File: src/rtl/srff_pkg.sv
package srff_pkg;
   typedef enum logic [1:0] {
      SRK_NONE  = 2'd0,
      SRK_SYNC  = 2'd1,
      SRK_ASYNC = 2'd2
   } srk_e;
endpackage

File: src/rtl/srff_pol.sv
// Polarity absorption for one control input.
module srff_pol #(
   parameter bit INV = 1'b0
) (
   input  logic pin,
   output logic act
);
   generate
      if (INV) begin : g_inv
         assign act = ~pin;
      end else begin : g_pass
         assign act = pin;
      end
   endgenerate
endmodule

File: src/rtl/srff_resolve.sv
// Maps the two force inputs onto set and reset requests, masked by the enabled functions.
module srff_resolve #(
   parameter bit PRI_HIGH = 1'b0,
   parameter bit SET_ON   = 1'b1,
   parameter bit RST_ON   = 1'b1
) (
   input  logic pri_act,
   input  logic alt_act,
   output logic set_req,
   output logic rst_req
);
   logic set_raw;
   logic rst_raw;

   generate
      if (PRI_HIGH) begin : g_pri_sets
         assign set_raw = pri_act;
         assign rst_raw = alt_act;
      end else begin : g_pri_clears
         assign set_raw = alt_act;
         assign rst_raw = pri_act;
      end
   endgenerate

   assign set_req = SET_ON ? set_raw : 1'b0;
   assign rst_req = RST_ON ? rst_raw : 1'b0;
endmodule

File: src/rtl/srff_store.sv
// Storage bank; the mode picks the set/reset timing variant.
module srff_store
   import srff_pkg::*;
#(
   parameter int   WIDTH    = 4,
   parameter srk_e KIND     = SRK_SYNC,
   parameter bit   INIT_ONE = 1'b0
) (
   input  logic             clk,
   input  logic             init_act,
   input  logic             ce_act,
   input  logic             set_req,
   input  logic             rst_req,
   input  logic [WIDTH-1:0] d,
   output logic [WIDTH-1:0] q
);
   localparam logic [WIDTH-1:0] INIT_VEC = {WIDTH{INIT_ONE}};
   localparam logic [WIDTH-1:0] ONES     = {WIDTH{1'b1}};
   localparam logic [WIDTH-1:0] ZEROS    = {WIDTH{1'b0}};

   generate
      if (KIND == SRK_ASYNC) begin : g_async
         always_ff @(posedge clk or posedge init_act or posedge rst_req or posedge set_req) begin
            if (init_act)     q <= INIT_VEC;
            else if (rst_req) q <= ZEROS;
            else if (set_req) q <= ONES;
            else if (ce_act)  q <= d;
         end
      end else if (KIND == SRK_SYNC) begin : g_sync
         always_ff @(posedge clk or posedge init_act) begin
            if (init_act)     q <= INIT_VEC;
            else if (rst_req) q <= ZEROS;
            else if (set_req) q <= ONES;
            else if (ce_act)  q <= d;
         end
      end else begin : g_plain
         always_ff @(posedge clk or posedge init_act) begin
            if (init_act)    q <= INIT_VEC;
            else if (ce_act) q <= d;
         end
      end
   endgenerate
endmodule

File: src/rtl/cfg_srff.sv
module cfg_srff
   import srff_pkg::*;
#(
   parameter int   WIDTH    = 4,
   parameter srk_e KIND     = SRK_SYNC,
   parameter bit   HAS_SET  = 1'b1,
   parameter bit   HAS_RST  = 1'b1,
   parameter bit   PRI_HIGH = 1'b0,
   parameter bit   INIT_ONE = 1'b0,
   parameter bit   CE_USED  = 1'b1,
   parameter bit   INV_CE   = 1'b0,
   parameter bit   INV_PRI  = 1'b0,
   parameter bit   INV_ALT  = 1'b0,
   parameter bit   INV_INIT = 1'b0
) (
   input  logic             clk,
   input  logic             ginit,
   input  logic             ce,
   input  logic             force_pri,
   input  logic             force_alt,
   input  logic [WIDTH-1:0] d,
   output logic [WIDTH-1:0] q
);
   localparam bit SET_ON = HAS_SET && (KIND != SRK_NONE);
   localparam bit RST_ON = HAS_RST && (KIND != SRK_NONE);

   generate
      if (WIDTH < 1) begin : g_bad_width
         $error("cfg_srff: WIDTH must be at least 1");
      end
      if (KIND != SRK_NONE && KIND != SRK_SYNC && KIND != SRK_ASYNC) begin : g_bad_kind
         $error("cfg_srff: unknown KIND");
      end
   endgenerate

   logic init_act, ce_pin_act, pri_act, alt_act, ce_act;
   logic set_req, rst_req;

   srff_pol #(.INV(INV_INIT)) u_pol_init (.pin(ginit),     .act(init_act));
   srff_pol #(.INV(INV_CE))   u_pol_ce   (.pin(ce),        .act(ce_pin_act));
   srff_pol #(.INV(INV_PRI))  u_pol_pri  (.pin(force_pri), .act(pri_act));
   srff_pol #(.INV(INV_ALT))  u_pol_alt  (.pin(force_alt), .act(alt_act));

   generate
      if (CE_USED) begin : g_ce_live
         assign ce_act = ce_pin_act;
      end else begin : g_ce_tied
         assign ce_act = 1'b1;
      end
   endgenerate

   srff_resolve #(
      .PRI_HIGH(PRI_HIGH), .SET_ON(SET_ON), .RST_ON(RST_ON)
   ) u_resolve (
      .pri_act(pri_act), .alt_act(alt_act),
      .set_req(set_req), .rst_req(rst_req)
   );

   srff_store #(
      .WIDTH(WIDTH), .KIND(KIND), .INIT_ONE(INIT_ONE)
   ) u_store (
      .clk(clk), .init_act(init_act), .ce_act(ce_act),
      .set_req(set_req), .rst_req(rst_req), .d(d), .q(q)
   );
endmodule

File: config.mk
export PLATFORM = sky130hd
export DESIGN_NAME = cfg_srff
export DESIGN_NICKNAME = d
export VERILOG_FILES = /design/src/rtl/srff_pkg.sv /design/src/rtl/srff_pol.sv /design/src/rtl/srff_resolve.sv /design/src/rtl/srff_store.sv /design/src/rtl/cfg_srff.sv
export SDC_FILE = /design/constraint.sdc
export NUM_CORES = 1
export LEC_CHECK = 0
export BUFFER_PORTS_ARGS = -buffer_cell sky130_fd_sc_hd__buf_4
export CAP_MARGIN = 20
export CORE_AREA = 5 5 42 44
export DETAILED_ROUTE_END_ITERATION = 16
export DIE_AREA = 0 0 47 49
export PLACE_DENSITY = 0.4
export RECOVER_POWER = 100
export SYNTH_ARGS = -nofsm -noshare
export SYNTH_HDL_FRONTEND = slang
export SYNTH_SLANG_ARGS = --single-unit
File: constraint.sdc
create_clock -name clk -period 1 [get_ports clk]
set_input_delay 0.1 -clock clk [delete_from_list [all_inputs] [get_ports clk]]
set_output_delay 0.1 -clock clk [all_outputs]
set_load 0.02 [all_outputs]
* Yosys cells after proc, flatten, opt, wreduce, memory -nomap -nowiden
Cells that the tools add are included.
Widths: inputs -> output; s select.
** Storage, ports and cells
- Word-level logic and storage cells :: 5
- Output and inout port bits :: 4
- Bits in registers :: 4
- Bits of input ports :: 9
** Cells by class
- Reductions and logical operators :: 1
- Muxes and demuxes :: 3
** Operators with widths (count)
- $mux 4 :: 3
- $reduce_bool 3->1 :: 1

* Longest topological paths before layout
Gate-level depths: netlist of run 1.
- Word-level depth :: 3
- Gate-level depth with buffers :: 3
- Depth with buffers taken out :: 2

* Modules after synthesis
A second synthesis of run 1 with hierarchy kept.
** Unflattened totals
- Cells, all modules :: 21
- Area total of the unflattened synthesis :: 217.7 um2
** Modules (own cells, without submodules)
- srff_store :: instances 1, area an instance 172.7 um2, seq. area each 100.1 um2, cells an instance 15
- srff_pol :: instances 4, area an instance 7.5 um2, seq. area each 0.0 um2, cells an instance 1
- srff_resolve :: instances 1, area an instance 15.0 um2, seq. area each 0.0 um2, cells an instance 2

* Worst setup path after synthesis of run 1
No wires, ideal clock.
- Kind :: register to register
- Start point :: reg u_store.q[0] (netlist name)
- End point :: reg u_store.q[0]
- Library setup time :: 0.123 ns
- Data required time :: 0.877 ns
- Arrival time :: 0.638 ns
- Setup slack :: 0.239 ns
- Cell stages (with the launch flop) :: 3
- Path buffers :: 0
- Clock period less this slack :: 0.761 ns
- Cell sequence :: dfrtp_1 > mux2i_1 > a21oi_1
** RTL lines
- end signal, assigned :: RTL line srff_store.sv:31 : if (init_act) q <= INIT_VEC;
- end signal, assigned :: RTL line srff_store.sv:32 : else if (rst_req) q <= ZEROS;
- end signal, assigned :: RTL line srff_store.sv:33 : else if (set_req) q <= ONES;
- end, declared :: RTL line srff_store.sv:15 : output logic [WIDTH-1:0] q

* Final worst setup path of run 1
- Start point :: reg u_store.q[0]
- End point :: out q[0]
** RTL lines
- end, declared :: RTL line cfg_srff.sv:22 : output logic [WIDTH-1:0] q
No word-level cell between the ends.

==> results of run 1 <==
## power by group through the flow
stage                     logic, mW  clock network (mW)  registers (mW)
after floorplan              0.0253                   0           0.197
after global placement       0.0878                   0           0.182
after detailed placement     0.0894                   0           0.182
after CTS                    0.0925               0.207           0.180
after global routing         0.0915               0.206           0.182
final                        0.0853               0.192           0.180
## how the worst max path moves through the flow
stage	startpoint	endpoint	slack, ps	depth (start not counted)
finish	u_store.q[0]	q[0]	150	1
global route	u_store.q[1]	q[1]	120	1
CTS	u_store.q[1]	q[1]	130	1
detailed placement	u_store.q[3]	u_store.q[3]	290	2
global placement	u_store.q[2]	u_store.q[2]	310	2
floorplan	u_store.q[0]	u_store.q[0]	240	2
## routing by layer
metal / GRT usage (%) / up-vias / share of wire (%)
met2: 5.882 / 13 / 42
met5: 0 / - / 0
met3: 4.059 / 0 / 26
li1: - / 82 / -
met4: 5.530 / 0 / 0
met1: 3.304 / 69 / 33
## through the flow
stage	total power, mW	util, %	area, um2	std cells	hold slack, ps
finish	0.4575	21.61	302.8	46	50.99
global route	0.4788	21.61	302.8	46	49.10
CTS	0.4796	22.14	310.3	46	42.88
detailed placement	0.2719	19.82	277.8	42	6.925
global placement	0.2695	19.82	277.8	42	0.8803
floorplan	0.2225	-	172.7	15	-133.9
## cells in the mapped netlist
cell type | instances | area [um2]
a21oi_1 | 4 | 20.02
clkbuf_2 | 1 | 5.000
dfrtp_1 | 4 | 100.1
inv_1 | 2 | 7.510
mux2i_1 | 4 | 40.04
## repair_timing
action,in CTS,in global routing
setup buffers,0,0
endpoints found under the hold margin,4,0
gates resized for setup,0,0
hold buffers,1,0
## cell type report
class | count | share of cell area, %
Timing Repair Buffer | 13 | 30.58
Tap cell | 16 | 6.612
Sequential cell | 4 | 33.06
Inverter | 2 | 2.479
Clock buffer | 3 | 7.438
Multi-Input combinational cell | 8 | 19.83
## kinds of logic (layout without fill, tap and decap cells)
group,count (synthesis),in the layout
flip-flops,4,4
buffers and inverters,3,18
AO/OA/AOI/OAI,4,4
multiplexers,4,4
==> metrics.md, run 1 <==
| Metric | Value |
|---|---|
| Post-Synth Simple-Gate Area | 0% |
| CTS root buf | clkbuf_4 |
| CORE AREA | 0.001401 mm2 |
| CP Data Required Time | 900 ps |
| Largest family of logic cells by synthesized area | multiplexers |
| Setup ws final | 147.1 ps |
| Fill cell count | 157 |
| Final Critical Period | 852.9 ps |
| Maximum fanout along the worst path | 2 |
| Worst hold path class | input port to register |
| DR WL/cell | 10.74 um |
| Worst hold start | force_pri |
| Worst setup EP type | output pin |
| Most frequent cells in the layout | buf_4, mux2i_1, a21oi_1, clkbuf_4, dfrtp_1 |
| PortBufs | 12 |
| FF+latch count, synth | 4 |
| P_sw | 0.1057 mW |
| Slew Viols, Final | 0 |
| Worst reg2reg setup slack | 290 ps |
| Share of layout cells above drive strength 1 | 50.00% |
| Gpl congestion | 0.6709 |
| Sequential share of power | 39.4% |
| Post-DRT Antenna Nets | 0 |
| Mean Syn Cell Area | 11.51 um2 |
| Die area | 0.002303 mm2 |
| Hold endpoint | u_store.q[2] |
| GR Overflow Total | 0 |
| Crit path cell chain | buf_4 |
| Power density cells | 1511 mW/mm2 |
| Synth unique cells | 5 |
| Unrepaired setup endpoints after global routing | no |
| Post-Syn Instances | 15 |
| Area taken by multi-input logic gates | 60.06 um2 |
| Total number of yosys warnings | 0 |
| Switching Fraction | 23.10% |
| Combinational share of power | 18.6% |
| Chip width | 47 um |
| Reg2Reg Capture Point | u_store.q[3] |
| Final Hold Viols | 0 |
| FP Rows | 14 |
| Drt first-iter violations | 2 |
| CTS tree | built |
| Static Leakage | 0.1640 nW |
| Relative slew slack | 90.65% |
| Peak supply drop | 0.0002674 V |
| Inserted Diodes | 0 |
| Max FFs per register | 4 |
| DR vias | 164 |
| Initial antenna violation count | 0 |
| Drt drc | 0 |
| WL final | 494 um |
| Mux contribution to synthesized area | 23.19% |
| Arrival @ worst endpoint | 750 ps |
| Die height | 49 um |
| Worst-margin pin slew | 136.4 ps |
| Crit Path Class | register to output pin |
| Area delta synth->final | 75.36% |
| Clock tree buffer depth | 2 |
| IO Count | 13 |
| Clock Skews | 0 ps |
| Worst path top cell family by delay | flip-flops |
| # setup viols final | 0 |
| Router iterations before antenna repair | 3 |
| Global-route wire length before repair | 634 um |
| Xor and xnor area share after synthesis | 0% |
| Reg2Reg Launch Point | u_store.q[3] |
| Slowest cell delay on critical path | 370 ps |
| Commonest non-fill, non-tap cell in the layout | buf_4 |
| Worst hold path depth | 2 |
| Final net count | 41 |
| Area share of fa/ha/maj cells after synthesis | 0% |
| Status | finished, final reports clean |
| Starting Density | 12.32% |
| Gr usage total | 4.510% |
| Number of global-route vias before repair | 183 |
| R2R depth | 2 |
| Clock Latency Late Sink | 230 ps |
| Critical path launch point type | register |
| Worst Path Buf+Inv | 1 |
| Period utilization | 85.29% |
| Sequential fraction of the synthesis area | 57.97% |
| P_int | 0.3518 mW |
| Clock power frac | 42.0% |
| Largest net degree at the start of global routing | 5 |
| Max Fclk | 1172 MHz |
| Post-Syn Area | 172.7 um2 |
| Place WS | 295.0 ps |
| CTS buffer count | 3 |
| Largest registers | u_store.q (4) |
| Clk pin slew, worst setup/hold paths | 30 ps |
| Setup_tns | 0 ps |
| Sequential cell area | 100.1 um2 |
| CTS H-tree depth | 1 |
| Slowest cell on crit path | dfrtp_1 |
| Synth Net Count | 24 |
| Max Cap Viol | 0 |
| CTS sink cnt | 4 |
| Synth Area in Compound Gates | 11.59% |
| DR vias/cell | 3.565 |
| Largest Register | u_store.q |
(Power assumes the default switching activity.)
==> run 2, diff against run 1 <==
- CTS_BUF_LIST: not set -> sky130_fd_sc_hd__clkbuf_16
==> run 2 against run 1 <==
Net effect: routed wire length up 5.5%; largest cell class unchanged; worst hold slack improved by 9.4 ps; critical path depth did not move; die area stayed put; critical path type unchanged; non-clock buffer count stayed put; global-route usage is 0.35 points higher; largest power group unchanged; via count decreased by 1.2%.
==> metrics.md, run 2 (synthesis gave the netlist of run 1 again) <==
| Metric | Value |
|---|---|
| Max Fclk | 1120 MHz |
| Maximum fanout along the worst path | 2 |
| # Post-CTS Setup Buffers | 0 |
| Period utilization | 89.32% |
| Slowest cell delay on critical path | 330 ps |
| Initial antenna violation count | 0 |
| Chip width | 47 um |
| CTS sink cnt | 4 |
| Status | finished, final reports clean |
| Gpl congestion | 0.6709 |
| CTS tree | built |
| Arrival @ worst endpoint | 790 ps |
| Max FFs per register | 4 |
| Clock Latency Late Sink | 220 ps |
| GR Overflow Total | 0 |
| Largest registers | u_store.q (4) |
| Worst setup EP type | output pin |
| Die area | 0.002303 mm2 |
| Setup_tns | 0 ps |
| CORE AREA | 0.001401 mm2 |
| Slew Viols, Final | 0 |
| CTS H-tree depth | 1 |
| # setup viols final | 0 |
| DR WL/cell | 11.33 um |
| Crit path cell chain | clkbuf_1 |
| Clock Skews | 0 ps |
| Max Cap Viol | 0 |
| Peak supply drop | 0.0004987 V |
| Power density cells | 2492 mW/mm2 |
| Final Hold Viols | 0 |
| Number of global-route vias before repair | 190 |
| Setup ws final | 106.8 ps |
| WL final | 521 um |
| Post-DRT Antenna Nets | 0 |
| Router iterations before antenna repair | 3 |
| IO Count | 13 |
| Slowest cell on crit path | dfrtp_1 |
| Inserted Diodes | 0 |
| Static Leakage | 0.1834 nW |
| Relative slew slack | 82.63% |
| Place WS | 295.0 ps |
| Final net count | 41 |
| Critical path launch point type | register |
| CTS root buf | clkbuf_16 |
| Global-route wire length before repair | 676 um |
| Worst Path Buf+Inv | 1 |
| Area delta synth->final | 103.6% |
| Drt first-iter violations | 2 |
| Crit Path Class | register to output pin |
| Most frequent cells in the layout | buf_4, mux2i_1, a21oi_1, dfrtp_1 |
| DR vias/cell | 3.522 |
| PortBufs | 12 |
| Unrepaired setup endpoints after global routing | no |
| CP Data Required Time | 900 ps |
| Clk pin slew, worst setup/hold paths | 30 ps |
| Worst-margin pin slew | 261.7 ps |
| Worst path top cell family by delay | flip-flops |
| Share of layout cells above drive strength 1 | 46.67% |
| Commonest non-fill, non-tap cell in the layout | buf_4 |
| Starting Density | 12.32% |
| Clock tree buffer depth | 2 |
| Final Critical Period | 893.2 ps |
| Worst hold path class | input port to register |
| CTS buffer count | 3 |
| FP Rows | 14 |
| Gr usage total | 4.863% |
| Die height | 49 um |
| DR vias | 162 |
| Largest Register | u_store.q |
| Largest net degree at the start of global routing | 5 |
| Drt drc | 0 |
[run 2: final timing paths]
check                        startpoint            to  slack, ps  depth (start not counted)
max in group asynchronous         ginit  u_store.q[0]        520                          3
min in group asynchronous         ginit  u_store.q[2]        320                          3
setup reg to reg           u_store.q[3]  u_store.q[3]        300                          2
setup / recovery           u_store.q[0]          q[0]        110                          1
hold reg to reg            u_store.q[2]  u_store.q[2]        580                          2
hold / removal                force_pri  u_store.q[2]         60                          2
[run 2: stage by stage]
stage / hold slack [ps] / util (%) / power (mW) / cells / cell area, um2
final: 60.41 / 25.09 / 0.8762 / 46 / 351.6
after global routing: 62.19 / 25.09 / 0.9042 / 46 / 351.6
after CTS: 61.49 / 25.89 / 0.8986 / 46 / 362.8
after detailed placement: 6.925 / 19.82 / 0.2719 / 42 / 277.8
after global placement: 0.8803 / 19.82 / 0.2695 / 42 / 277.8
after floorplan: -133.9 / - / 0.2225 / 15 / 172.7
[run 2: where the power goes]
group | leakage (nW) | internal (mW) | total [mW] | switching, mW
sequential | 0.0495 | 0.175 | 0.180 | 0.00556
combinational | 0.0969 | 0.0410 | 0.0829 | 0.0419
clock | 0.0370 | 0.510 | 0.613 | 0.103
total | 0.183 | 0.726 | 0.876 | 0.150
[run 2: repair_timing]
action	CTS	global route
hold buffers	1	0
resized for setup	0	0
hold endpoints to repair	4	0
setup endpoints to repair	0	0
[run 2: final cells by class]
| type | count | area (um2) |
|---|---|---|
| fillers | 160 | 1050 |
| multi-input cells | 8 | 60.06 |
| repair buffers | 13 | 88.84 |
| flip-flops and latches | 4 | 100.1 |
| inverters | 2 | 7.507 |
| well taps | 16 | 20.02 |
| clock buffers | 3 | 75.07 |
[run 2: routing by layer]
metal	up-vias	wire (um)	track usage, %
li1	81	-	-
met1	66	170	3.744
met2	15	216	5.882
met3	0	134	5.166
met4	0	0	5.530
met5	-	0	0
